**config.mk**
```make
export PLATFORM = sky130hd
export DESIGN_NAME = ram_io_timer
export DESIGN_NICKNAME = d
export VERILOG_FILES = /design/src/rtl/ram_io_timer.sv
export SDC_FILE = /design/constraint.sdc
export NUM_CORES = 2
export LEC_CHECK = 0
export ABC_AREA = 1
export BUFFER_PORTS_ARGS = -buffer_cell sky130_fd_sc_hd__buf_4
export CORE_UTILIZATION = 47
export CTS_BUF_LIST = sky130_fd_sc_hd__clkbuf_16
export DETAILED_ROUTE_END_ITERATION = 16
export GPL_ROUTABILITY_DRIVEN = 0
export HOLD_SLACK_MARGIN = 0.02
export SETUP_SLACK_MARGIN = 0.02
export SKIP_LAST_GASP = 1
export SLEW_MARGIN = 20
export SYNTH_ARGS = -nofsm -noshare
export SYNTH_HDL_FRONTEND = slang
export SYNTH_SLANG_ARGS = --single-unit
```
**constraint.sdc**
```tcl
create_clock -name clk -period 2.06 [get_ports clk]
set_clock_uncertainty 0.2 [all_clocks]
set_input_delay 0 -clock clk [delete_from_list [all_inputs] [get_ports clk]]
set_output_delay 0 -clock clk [all_outputs]
set_load 0.02 [all_outputs]
```
**src/rtl/ram_io_timer.sv**
```systemverilog
module ram_io_timer #(
  parameter int ADDR_W = 8,
  parameter int CNT_W  = 14
) (
  input  logic       clk,
  input  logic       rst_n,
  input  logic       sel,
  input  logic       io_sel,
  input  logic       rd,
  input  logic       wr,
  input  logic [7:0] addr,
  input  logic [7:0] wdata,
  output logic [7:0] rdata,
  output logic       rdata_oe,
  input  logic [7:0] pa_in,
  output logic [7:0] pa_out,
  output logic       pa_oe,
  input  logic [7:0] pb_in,
  output logic [7:0] pb_out,
  output logic       pb_oe,
  input  logic [5:0] pc_in,
  output logic [5:0] pc_out,
  output logic       pc_oe,
  input  logic       tmr_clk,
  output logic       tmr_tc
);
  localparam int DEPTH = 1 << ADDR_W;
  localparam int HI_W  = CNT_W - 8;

  logic [7:0]       mem [DEPTH];
  logic [3:0]       dir;
  logic [7:0]       pa_q, pb_q;
  logic [5:0]       pc_q;
  logic [7:0]       cnt_lo, cnt_hi;
  logic [CNT_W-1:0] cnt;
  logic             running, stop_at_tc, tclk_q, tc_q;

  wire bus_wr  = sel & wr;
  wire io_wr   = bus_wr & io_sel;
  wire cmd_wr  = io_wr && addr == 8'd0;
  wire tedge   = tmr_clk & ~tclk_q;
  wire [CNT_W-1:0] reload = {cnt_hi[HI_W-1:0], cnt_lo};

  assign pa_oe    = dir[0];
  assign pb_oe    = dir[1];
  assign pc_oe    = &dir[3:2];
  assign pa_out   = pa_q;
  assign pb_out   = pb_q;
  assign pc_out   = pc_q;
  assign tmr_tc   = tc_q;
  assign rdata_oe = sel & rd;

  always_ff @(posedge clk)
    if (bus_wr && !io_sel) mem[addr] <= wdata;

  always_ff @(posedge clk or negedge rst_n) begin
    if (!rst_n) begin
      dir <= '0; pa_q <= '0; pb_q <= '0; pc_q <= '0;
      cnt_lo <= '0; cnt_hi <= '0; cnt <= '0;
      running <= 1'b0; stop_at_tc <= 1'b0; tclk_q <= 1'b0; tc_q <= 1'b0;
    end else begin
      tclk_q <= tmr_clk;
      tc_q   <= 1'b0;
      if (io_wr) begin
        case (addr)
          8'd1: pa_q <= wdata;
          8'd2: pb_q <= wdata;
          8'd3: pc_q <= wdata[5:0];
          8'd4: cnt_lo <= wdata;
          8'd5: cnt_hi <= wdata;
          default: ;
        endcase
      end
      if (cmd_wr) begin
        dir <= wdata[3:0];
        case (wdata[7:6])
          2'b01: begin running <= 1'b0; stop_at_tc <= 1'b0; end
          2'b10: stop_at_tc <= running;
          2'b11: begin cnt <= reload; running <= 1'b1; stop_at_tc <= 1'b0; end
          default: ;
        endcase
      end else if (running && tedge) begin
        if (cnt <= CNT_W'(1)) begin
          tc_q <= 1'b1;
          if (cnt_hi[6] && !stop_at_tc) cnt <= reload;
          else begin
            running <= 1'b0; stop_at_tc <= 1'b0; cnt <= '0;
          end
        end else begin
          cnt <= cnt - CNT_W'(1);
        end
      end
    end
  end

  always_comb begin
    rdata = '0;
    if (rdata_oe) begin
      if (!io_sel) rdata = mem[addr];
      else begin
        case (addr)
          8'd0: rdata = {4'b0, dir};
          8'd1: rdata = dir[0] ? pa_q : pa_in;
          8'd2: rdata = dir[1] ? pb_q : pb_in;
          8'd3: rdata = {2'b0, pc_oe ? pc_q : pc_in};
          8'd4: rdata = cnt_lo;
          8'd5: rdata = cnt_hi;
          default: rdata = '0;
        endcase
      end
    end
  end

  assert_tc_single_R8: assert property (@(posedge clk) disable iff (!rst_n)
    tmr_tc |=> !tmr_tc);

  assert_dir_follow_R4: assert property (@(posedge clk) disable iff (!rst_n)
    cmd_wr |=> (pa_oe == $past(wdata[0]) && pb_oe == $past(wdata[1])
                && pc_oe == $past(wdata[3] & wdata[2])));

  assert_stop_quiet_R7: assert property (@(posedge clk) disable iff (!rst_n)
    (cmd_wr && wdata[7:6] == 2'b01) |=> (!tmr_tc && !running) ##1 !tmr_tc);

  assert_bus_idle_R10: assert property (@(posedge clk) disable iff (!rst_n)
    !rdata_oe |-> rdata == 8'h00);

  assert_tc_needs_run_R9: assert property (@(posedge clk) disable iff (!rst_n)
    tmr_tc |-> $past(running));
endmodule

```
==> results.yml <==
routing:
  firstDrtPassIters: 7
  drc: 0
  routed_wirelength_um: 257000
  drtIter0Drc: 6649
  vias_per_cell: 5.23
  num_vias: 62900
  antenna_left: 0
  detail_route.wl_per_cell_um: 21.4
cts:
  cts_tree: "done"
  htree_levels: 4
  clockRootBuffer: "clkbuf_16"
  cts_inserted_buffers: 215
  clock-sinks: 2108
  clk_pin_slew_ns: 0.06
  clk_latency_ns: 0.86
  clk_path_buf_depth: 3
critical_path:
  worst-r2r-setup-slack_ns: -0.10
  endpoint_kind: "primary output"
  regToRegEndpoint: "running"
  r2r-start: "cnt[1]"
  cp_max_fo: 1
  startpoint_type: "flip-flop"
  worstSetupStartpoint: "mem[181][0]"
  crit_type: "reg -> out"
  worstPathRequired_ns: 1.86
  rr_worst_depth: 10
  critPathCapture: "rdata[0]"
  crit_arrival_ns: 2.89
logic_synthesis:
  netlist_top_cells_area: "edfxtp_1 70%, nand2_1 21%, nor2_1 2.6%, dfrtp_1 1.7%, nand3_1 1.1%"
  synth.avg_cell_area_sq_um: 10.3
  synth-seq-area-share_pct: 71.4
  synthFlopType: "edfxtp_1"
  synth_edf_count: 2048
  netlist.area_leader.share_pct: 69.7
  synthCells: 8535
  synth.cell_area_sq_mm: 0.0883
  yosys.area.top_type: "edfxtp_1"
  ys_ff_latch: 2108
  synth_cell_types: 40
  async_flop_share_pct: 2.85
  yosys_warnings: 0
  synth_nets: 8582
die:
  die_area_sq_mm: 0.190
  core_sq_mm: 0.186
  die_x_um: 435
  start_util_pct: 47.5
  ios: 80
  fp-row-count: 158
  die_y_um: 435
timing:
  clock.fmax_ghz: 0.324
  grt_setup_unrepaired: "true"
  period_minus_slack_ns: 3.09
  setup_slack_ns: -1.03
  holdWs_ns: -0.0542
  worst_pin_slew_ns: 1.05
  relSlewSlack_pct: 29.7
  final_max_slew_viol_count: 0
  setup_viol: 19
  fin_crit_sh_pct: 150
  hold_violations: 8
placement:
  place_area_sq_mm: 0.0993
  port-buffer-count: 79
  hpwl_um: 165000
power:
  pwr-share-seq_pct: 50.2
  internal_power_mw: 72.3
  powerDensity_mw_per_mm2: 865
  combinationalPowerShare_pct: 7.2
  leakage_nw: 44.6
  clockPowerShare_pct: 42.6
  p_sw_share_pct: 22.9
  switchingPower_mw: 21.5
  ir_drop_mv: 0.727
grt:
  grt_pass1_wl_um: 384000
  track_usage_pct: 26.9
  antenna_found_initial: 5
  grt_max_degree: 70
  grt_pass1_vias: 61500
  overflow: 0
layout:
  drive_gt1_share_pct: 17.9
  finalNetCount: 9402
  multi_input_area_sq_mm: 0.0244
  areaGrowthSynthToFinish_pct: 22.8
  utilization_pct: 58.3
  seqCellArea_sq_mm: 0.0630
  fill_cells: 15400
  post-route-cell-area_sq_mm: 0.108
min_path:
  min-delay-start: "addr[6]"
  hp-class: "in -> reg"
run:
  cap_violations: 0
outcome:
  outcome: "finished, violations left"
  violations: "negative hold slack, negative setup slack"
cells in the final DEF (no fill, tap or decap), types with 29 or more instances in the layout:
master	n
a21oi_1	42
buf_12	180
buf_4	802
bufinv_16	31
clkbuf_16	215
clkinv_1	44
clkinv_2	46
dfrtp_1	59
dlygate4sd3_1	29
edfxtp_1	2048
inv_1	84
nand2_1	4721
nand2_2	140
nand3_1	183
nor2_1	499
nor2_2	84
nor2_4	41
o21ai_0	38
o21ai_1	46
power groups by stage:
stage | clock (mW) | combinational, mW | sequential (mW)
global route | 42.0 | 7.25 | 47.0
detailed placement | 0 | 6.27 | 48.0
finish | 40.0 | 6.74 | 47.1
floorplan | 0 | 2.75 | 48.0
CTS | 40.4 | 6.58 | 47.1
global placement | 0 | 6.24 | 48.0
registers in the layout, summed over array words and instances, names as in the netlist, 4 cells and up:
| name | count |
|---|---|
| pc_out | 6 |
| pa_out | 8 |
| dir | 4 |
| pb_out | 8 |
| mem | 2048 |
| cnt_hi | 8 |
| cnt | 14 |
| cnt_lo | 8 |
how the worst min path moves through the flow:
stage	end	slack, ns	cells after the start
floorplan	cnt[0]	-0.50	0
global placement	cnt[3]	-0.08	1
detailed placement	tclk_q	-0.07	1
CTS	mem[1][6]	-0.11	6
global route	mem[1][6]	-0.07	6
finish	mem[1][6]	-0.05	6
stage by stage:
| step | setup slack [ns] | instances | setup TNS [ns] | power (mW) | hold WS [ns] |
|---|---|---|---|---|---|
| 6_report | -1.03 | 12000 | -8.23 | 93.8 | -0.0542 |
| 5_1_grt | -1.15 | 12000 | -10.50 | 96.3 | -0.0719 |
| 4_1_cts | -1.09 | 12000 | -8.52 | 94.1 | -0.112 |
| 3_5_place_dp | -0.939 | 11600 | -574.91 | 54.2 | -0.0692 |
| 3_3_place_gp | -0.953 | 11600 | -545.65 | 54.2 | -0.0764 |
| 2_1_floorplan | -0.0660 | 8535 | -33.87 | 50.7 | -0.496 |
cell type report:
class	instances	area share, %
sequential	2108	58.1
multi-input combinational	5928	22.5
timing repair buffer	1037	9.46
clock buffer	215	4.96
tap	2480	2.86
clock inverter	191	1.81
inverter	65	0.253
antenna	4	0.00923
Yosys cell counts, types with 9 or more instances:
master,count
nand3_1,196
edfxtp_1,2048
o21ai_1,49
buf_4,20
nor2_1,619
buf_2,184
o21ai_0,44
dfrtp_1,60
nand2_1,4884
clkbuf_1,191
xor2_1,9
a21oi_1,55
inv_2,12
buf_1,36
inv_1,51
mux2_2,12
cells by family after synthesis:
kind of cell | count (synthesis) | synth area share [%]
AND/OR/NAND/NOR | 5726 | 24.7
AO/OA/AOI/OAI | 177 | 1.11
buffers and inverters | 499 | 2.49
flip-flops | 2108 | 71.4
XOR/XNOR | 11 | 0.109
multiplexers | 12 | 0.153
adder cells (fa/ha/maj) | 2 | 0.0283
routing by layer:
layer / global-route usage, % / part of all wire (%) / routed length, um / up-vias
li1: - / - / - / 29600
met1: 37.9 / 43 / 110000 / 30700
met2: 43.7 / 47 / 122000 / 2231
met3: 3.56 / 7.1 / 18200 / 385
met4: 7.97 / 3.0 / 7690 / 0
met5: 0 / 0 / 0 / -
critical path: stages (launching register included):
cell and delay [ns]:
edfxtp_1 0.37, nand2_1 0.07, nand2_1 0.05, nand2_1 0.09, nand3_1 0.11, nand2_2 0.11
nand2_2 0.10, nor2_4 0.13, nor2_1 0.06, nor2_2 0.17, nand2_2 0.13, nand2_2 0.11
nand2_2 0.08, o21ai_2 0.14, buf_6 0.14, a21oi_4 0.06, buf_6 0.16
timing repair:
action | in CTS | in global routing
resized for setup | 203 | 211
endpoints found under the setup margin | 20 | 38
endpoints found under the hold margin | 3165 | 284
hold buffers | 35 | 2
pin swaps | 94 | 169
buffers inserted | 2 | 4
Note: power is estimated with default switching activity, not from simulation.
